===== config.mk =====
export PLATFORM = sky130hd
export DESIGN_NAME = data_addr_gen
export DESIGN_NICKNAME = d
export VERILOG_FILES = /design/src/rtl/dag_pkg.sv /design/src/rtl/dag_ctrl.sv /design/src/rtl/dag_path.sv /design/src/rtl/data_addr_gen.sv
export SDC_FILE = /design/constraint.sdc
export NUM_CORES = 1
export LEC_CHECK = 0
export BUFFER_PORTS_ARGS = -buffer_cell sky130_fd_sc_hd__buf_2
export CELL_PAD_IN_SITES_DETAIL_PLACEMENT = 1
export CELL_PAD_IN_SITES_GLOBAL_PLACEMENT = 1
export CORE_MARGIN = 3
export CORE_UTILIZATION = 45
export DETAILED_ROUTE_END_ITERATION = 7
export PLACE_DENSITY = 0.76
export SYNTH_ARGS = -nofsm -noshare
export SYNTH_HDL_FRONTEND = slang
export SYNTH_SLANG_ARGS = --single-unit

===== constraint.sdc =====
create_clock -name clk -period 10 [get_ports clk]
set_clock_uncertainty 0.2 [all_clocks]
set_input_delay 0 -clock clk [delete_from_list [all_inputs] [get_ports clk]]
set_output_delay 0 -clock clk [all_outputs]
set_load 0.02 [all_outputs]

===== src/rtl/dag_pkg.sv =====
package dag_pkg;
  localparam int ADDR_W  = 23;
  localparam int WORD_W  = 16;
  localparam int PAGE_W  = ADDR_W - WORD_W;
  localparam int OFS_W   = 7;
  localparam int PDP_W   = WORD_W - OFS_W;
  localparam int NUM_AR  = 8;
  localparam int SEL_W   = $clog2(NUM_AR);
  localparam int RSEL_W  = 4;
  localparam int EXT_W   = WORD_W + 2;

  localparam logic [RSEL_W-1:0] RS_DP      = RSEL_W'(NUM_AR);
  localparam logic [RSEL_W-1:0] RS_SP      = RSEL_W'(NUM_AR + 1);
  localparam logic [RSEL_W-1:0] RS_PDP     = RSEL_W'(NUM_AR + 2);
  localparam logic [RSEL_W-1:0] RS_PAGEHI  = RSEL_W'(NUM_AR + 3);
  localparam logic [RSEL_W-1:0] RS_STACKHI = RSEL_W'(NUM_AR + 4);
  localparam logic [RSEL_W-1:0] RS_CBSTART = RSEL_W'(NUM_AR + 5);
  localparam logic [RSEL_W-1:0] RS_CBSIZE  = RSEL_W'(NUM_AR + 6);

  typedef enum logic [2:0] {
    MODE_ABS16    = 3'd0,
    MODE_ABS23    = 3'd1,
    MODE_IOABS    = 3'd2,
    MODE_DIRECT   = 3'd3,
    MODE_PERIPH   = 3'd4,
    MODE_INDIRECT = 3'd5,
    MODE_RSV6     = 3'd6,
    MODE_RSV7     = 3'd7
  } mode_e;

  typedef enum logic [1:0] {
    MOD_NONE = 2'd0,
    MOD_INC  = 2'd1,
    MOD_DEC  = 2'd2,
    MOD_AR0  = 2'd3
  } modif_e;

  typedef struct packed {
    logic selAbs16;
    logic selAbs23;
    logic selIoAbs;
    logic selDpDir;
    logic selSpDir;
    logic selPeriph;
    logic selInd;
    logic ptrWrite;
  } dag_strobes_t;
endpackage


===== src/rtl/dag_ctrl.sv =====
module dag_ctrl
  import dag_pkg::*;
(
  input  logic         opValid,
  input  logic [2:0]   mode,
  input  logic         stackMode,
  input  logic [1:0]   modifier,
  output dag_strobes_t strobe
);
  always_comb begin
    strobe = '0;
    case (mode_e'(mode))
      MODE_ABS16:    strobe.selAbs16  = 1'b1;
      MODE_ABS23:    strobe.selAbs23  = 1'b1;
      MODE_IOABS:    strobe.selIoAbs  = 1'b1;
      MODE_DIRECT: begin
        strobe.selDpDir = ~stackMode;
        strobe.selSpDir = stackMode;
      end
      MODE_PERIPH:   strobe.selPeriph = 1'b1;
      MODE_INDIRECT: begin
        strobe.selInd   = 1'b1;
        strobe.ptrWrite = opValid && (modif_e'(modifier) != MOD_NONE);
      end
      default: strobe = '0;
    endcase
  end
endmodule


===== src/rtl/dag_path.sv =====
module dag_path
  import dag_pkg::*;
(
  input  logic                clk,
  input  logic                rstN,
  input  dag_strobes_t        strobe,
  input  logic                circ,
  input  logic [1:0]          modifier,
  input  logic [SEL_W-1:0]    arSel,
  input  logic [ADDR_W-1:0]   operand,
  input  logic                regWe,
  input  logic [RSEL_W-1:0]   regSel,
  input  logic [WORD_W-1:0]   regData,
  output logic [ADDR_W-1:0]   addr,
  output logic                ioSel,
  output logic [WORD_W-1:0]   ptrNew
);
  logic [WORD_W-1:0] arReg [NUM_AR];
  logic [WORD_W-1:0] dpReg, spReg, cbStart, cbSize;
  logic [PDP_W-1:0]  pdpReg;
  logic [PAGE_W-1:0] pageHi, stackHi;

  // Pointer file: a register write wins over a post-modify write-back
  generate
    for (genvar gi = 0; gi < NUM_AR; gi++) begin : g_ar
      always_ff @(posedge clk) begin
        if (!rstN)
          arReg[gi] <= '0;
        else if (regWe && regSel == RSEL_W'(gi))
          arReg[gi] <= regData;
        else if (strobe.ptrWrite && arSel == SEL_W'(gi))
          arReg[gi] <= ptrNew;
      end
    end
  endgenerate

  always_ff @(posedge clk) begin
    if (!rstN) begin
      dpReg   <= '0;
      spReg   <= '0;
      pdpReg  <= '0;
      pageHi  <= '0;
      stackHi <= '0;
      cbStart <= '0;
      cbSize  <= '0;
    end else if (regWe) begin
      case (regSel)
        RS_DP:      dpReg   <= regData;
        RS_SP:      spReg   <= regData;
        RS_PDP:     pdpReg  <= regData[PDP_W-1:0];
        RS_PAGEHI:  pageHi  <= regData[PAGE_W-1:0];
        RS_STACKHI: stackHi <= regData[PAGE_W-1:0];
        RS_CBSTART: cbStart <= regData;
        RS_CBSIZE:  cbSize  <= regData;
        default: ;
      endcase
    end
  end

  // Post-modification
  logic [WORD_W-1:0] ptrCur, relOfs, linNext, circNext;
  logic [EXT_W-1:0]  stepExt, relSum, relWrap;

  always_comb begin
    ptrCur = arReg[arSel];
    case (modif_e'(modifier))
      MOD_INC: stepExt = EXT_W'(1);
      MOD_DEC: stepExt = '1;
      MOD_AR0: stepExt = {2'b00, arReg[0]};
      default: stepExt = '0;
    endcase
    linNext = ptrCur + stepExt[WORD_W-1:0];
    relOfs  = ptrCur - cbStart;
    relSum  = {2'b00, relOfs} + stepExt;
    if (relSum[EXT_W-1])
      relWrap = relSum + {2'b00, cbSize};
    else if (relSum[WORD_W:0] >= {1'b0, cbSize})
      relWrap = relSum - {2'b00, cbSize};
    else
      relWrap = relSum;
    circNext = cbStart + relWrap[WORD_W-1:0];
    ptrNew   = circ ? circNext : linNext;
  end

  // Address formation
  logic [OFS_W-1:0]  ofs;
  logic [WORD_W-1:0] dpSum, spSum;

  always_comb begin
    ofs   = operand[OFS_W-1:0];
    dpSum = dpReg + WORD_W'(ofs);
    spSum = spReg + WORD_W'(ofs);
    addr  = '0;
    ioSel = 1'b0;
    if (strobe.selAbs16) begin
      addr = {pageHi, operand[WORD_W-1:0]};
    end else if (strobe.selAbs23) begin
      addr = operand;
    end else if (strobe.selIoAbs) begin
      addr  = {{PAGE_W{1'b0}}, operand[WORD_W-1:0]};
      ioSel = 1'b1;
    end else if (strobe.selDpDir) begin
      addr = {pageHi, dpSum};
    end else if (strobe.selSpDir) begin
      addr = {stackHi, spSum};
    end else if (strobe.selPeriph) begin
      addr  = {{PAGE_W{1'b0}}, pdpReg, ofs};
      ioSel = 1'b1;
    end else if (strobe.selInd) begin
      addr = {pageHi, ptrCur};
    end
  end
endmodule


===== src/rtl/data_addr_gen.sv =====
module data_addr_gen
  import dag_pkg::*;
(
  input  logic                clk,
  input  logic                rstN,
  input  logic                opValid,
  input  logic [2:0]          mode,
  input  logic                stackMode,
  input  logic                circ,
  input  logic [1:0]          modifier,
  input  logic [SEL_W-1:0]    arSel,
  input  logic [ADDR_W-1:0]   operand,
  input  logic                regWe,
  input  logic [RSEL_W-1:0]   regSel,
  input  logic [WORD_W-1:0]   regData,
  output logic [ADDR_W-1:0]   addr,
  output logic                ioSel,
  output logic [WORD_W-1:0]   ptrNew
);
  dag_strobes_t strobe;

  dag_ctrl u_ctrl (
    .opValid   (opValid),
    .mode      (mode),
    .stackMode (stackMode),
    .modifier  (modifier),
    .strobe    (strobe)
  );

  dag_path u_path (
    .clk      (clk),
    .rstN     (rstN),
    .strobe   (strobe),
    .circ     (circ),
    .modifier (modifier),
    .arSel    (arSel),
    .operand  (operand),
    .regWe    (regWe),
    .regSel   (regSel),
    .regData  (regData),
    .addr     (addr),
    .ioSel    (ioSel),
    .ptrNew   (ptrNew)
  );
endmodule


==> impl_metrics.yaml <==
synthesis:
  avgSynthCellArea_um2: 8.80
  syn_nets: 1993
  synthTopCellsByCount: "312 x nand2_1, 156 x o21ai_0, 128 x edfxtp_1"
  synth.distinct_cells: 76
  synth_edf_count: 128
  synth_flop_cell: "edfxtp_1"
  synth-seq-cells: 215
  synth_area_leaders: "edfxtp_1 24%, dfxtp_1 11%, ha_1 8.7%, nand2_1 7.3%, o21ai_0 4.9%"
  yosysWarnings: 0
  yosysMostFrequentCell: "nand2_1"
  seq_area_frac_synth: 0.349
  yosys.area.top_type: "edfxtp_1"
  async_reset_ff_frac: 0
  syn_area_um2: 16000
  synth_top_area_share: 0.240
  syn_inst: 1817
grt:
  grt_pass1_wl_um: 89300
  overflow: 0
  grt_start_max_net_pins: 75
  grt_antenna_before_repair: 0
  grt_pass1_vias: 15400
  track_usage: 0.298
place:
  place_ws_ns: 0.0447
  gp_congestion: 0.906
  hpwl_um: 42700
  io_buffers: 96
final_layout:
  fin_nets: 2093
  drive_gt1_frac: 0.147
  area_delta_synth_final_pct: 14.2
floorplanning:
  die_area_um2: 37800
  fp.dieH_um: 195
  start_util: 0.460
  die_w_um: 195
  coreArea_um2: 34800
  rows: 68
  pin_count: 97
power_and_ir_drop:
  power_density_nw_per_um2: 225
  p_leak_uw: 0.00697
  ir_drop_mv: 0.142
routing:
  drt_iter0_markers: 1134
  vias: 14800
  via_per_inst: 6.17
  drc_errors: 9
  dr.pass1.iters: 8
  ant_nets: 0
  wl_per_cell_um: 24.3
  wirelength_um: 58200
sta:
  worst-slew-pin-transition_ns: 1.28
  finalMaxSlewViolations: 0
  min_period_over_period: 0.968
  fin_crit_ns: 9.68
  finalSetupTns_ns: 0
  fmax_mhz: 103
  hold_viol_final: 0
  finalSetupViolCount: 0
  relSlewSlack: 0.144
  setup_ws_ns: 0.324
setup_path:
  cp_max_fo: 10
  start_kind: "flip-flop"
  cp.arrival_ns: 9.48
  required_ns: 9.80
  cpPeakStageDelay_ns: 0.53
  worst_path_max_delay_cell: "mux4_2"
  crit_type: "flip-flop to primary output"
  endpoint_kind: "primary output"
run:
  cap_violations: 0
clocking:
  clk_latency_ns: 0.59
  numCtsBuffers: 26
  cts_sinks: 215
  clk_pin_slew_ns: 0.07
  root_buffer: "clkbuf_16"
  cts_tree: "built"
  cts_buffer_depth: 3
  htreeDepth: 1
status:
  failed_checks: "design-rule violations"
  status: "finished with violations"
hold_path:
  hp-class: "primary input to flip-flop"
[cell type report]
type	count	area, um2
Antenna cell	1	2.50
Clock buffer	32	673
Clock inverter	16	154
Fill cell	4055	16500
Inverter	96	360
Multi-Input combinational cell	1411	9850
Sequential cell	215	5590
Tap cell	455	569
Timing Repair Buffer	167	1070
[sequential cells by signal, indices dropped and copies added (netlist names)]
name	count
u_path.cbStart	16
u_path.pageHi	7
u_path.stackHi	7
u_path.pdpReg	9
u_path.cbSize	16
u_path.spReg	16
u_path.dpReg	16
u_path.arReg	128
[where the power goes]
| part | total [uW] | internal, uW | switching (uW) |
|---|---|---|---|
| combinational | 2190 | 805 | 1380 |
| clock | 943 | 532 | 411 |
| sequential | 978 | 966 | 12.8 |
| total | 4110 | 2300 | 1810 |
[worst paths after layout]
path | endpoint | slack [ns] | cells after the start | from
max | ptrNew[15] | 0.32 | 38 | u_path.arReg[1][1]$_DFFE_PP_
min | u_path.arReg[6][1]$_DFFE_PP_ | 0.06 | 4 | circ
max reg2reg | u_path.arReg[4][15]$_SDFFCE_PN0P_ | 0.57 | 38 | u_path.arReg[1][1]$_DFFE_PP_
min reg2reg | u_path.cbSize[15]$_SDFFE_PN0P_ | 0.27 | 2 | u_path.cbSize[15]$_SDFFE_PN0P_
[through the flow]
step	util	std cells	hold WS, ns	cell area [um2]	total power (uW)
floorplan	-	1817	-0.0551	16000	2360
global placement	0.487	2310	0.133	17000	2950
detailed placement	0.487	2310	0.137	17000	3000
CTS	0.520	2383	0.0377	18100	3990
global route	0.525	2392	0.0973	18300	4350
finish	0.525	2393	0.0588	18300	4110
[critical path: cells and delay by family (launching register included)]
family,cells,cell delay (ns)
fa+ha+maj,4,1.23
xor+xnor,3,0.56
flops,1,0.43
simple gates,6,1.23
mux,2,0.74
compound gates,20,4.37
buf+inv,3,0.33
[layer usage]
metal | track usage | routed length [um] | vias up
met2 | 0.503 | 27600 | 483
met1 | 0.393 | 25000 | 7386
met5 | 0 | 0 | -
li1 | - | - | 6761
met3 | 0.0404 | 3300 | 130
met4 | 0.107 | 2390 | 0
[cell families (layout without fill, tap and decap cells)]
family	Yosys count	count (layout)	share of synthesized area
AOI/OAI and AO/OA	535	535	0.221
xor gates and xnor gates	75	75	0.0411
adders and majority gates	119	119	0.0968
buffers and inverters	191	311	0.0460
DFF	215	215	0.349
muxes	82	82	0.0777
other	0	1	0
and+or+nand+nor	600	600	0.168
[layout by cell type, fill, tap and decap left out, types with 9 or more instances in the layout]
cell / synthesis / layout
nand2_1: 312 / 312
o21ai_0: 156 / 150
edfxtp_1: 128 / 128
nor2_1: 115 / 112
ha_1: 111 / 102
buf_2: 9 / 96
inv_1: 95 / 95
dfxtp_1: 87 / 87
a21oi_1: 88 / 81
a21boi_0: 66 / 66
xnor2_1: 50 / 47
buf_4: 1 / 47
nor2b_1: 36 / 35
mux4_2: 32 / 32
nor3_1: 32 / 32
o21a_1: 29 / 29
mux2i_1: 32 / 29
a22o_1: 28 / 28
a21o_1: 26 / 26
clkbuf_16: 0 / 26
xor2_1: 25 / 25
dlygate4sd3_1: 0 / 24
nand2b_1: 21 / 21
o21bai_1: 19 / 19
or3_1: 18 / 18
mux2_2: 18 / 18
o211ai_1: 16 / 16
o21ai_1: 9 / 15
o221ai_1: 15 / 15
nand3_1: 15 / 15
a211oi_1: 13 / 12
nand4_1: 12 / 12
a222oi_1: 9 / 9
[repair_timing]
action	in CTS	in global routing
pin swaps	1	9
endpoints found under the setup margin	4	44
resized for setup	10	32
hold endpoints to repair	239	0
buffers inserted	1	9
hold buffers	24	0
Note: power is estimated with default switching activity, not from simulation.
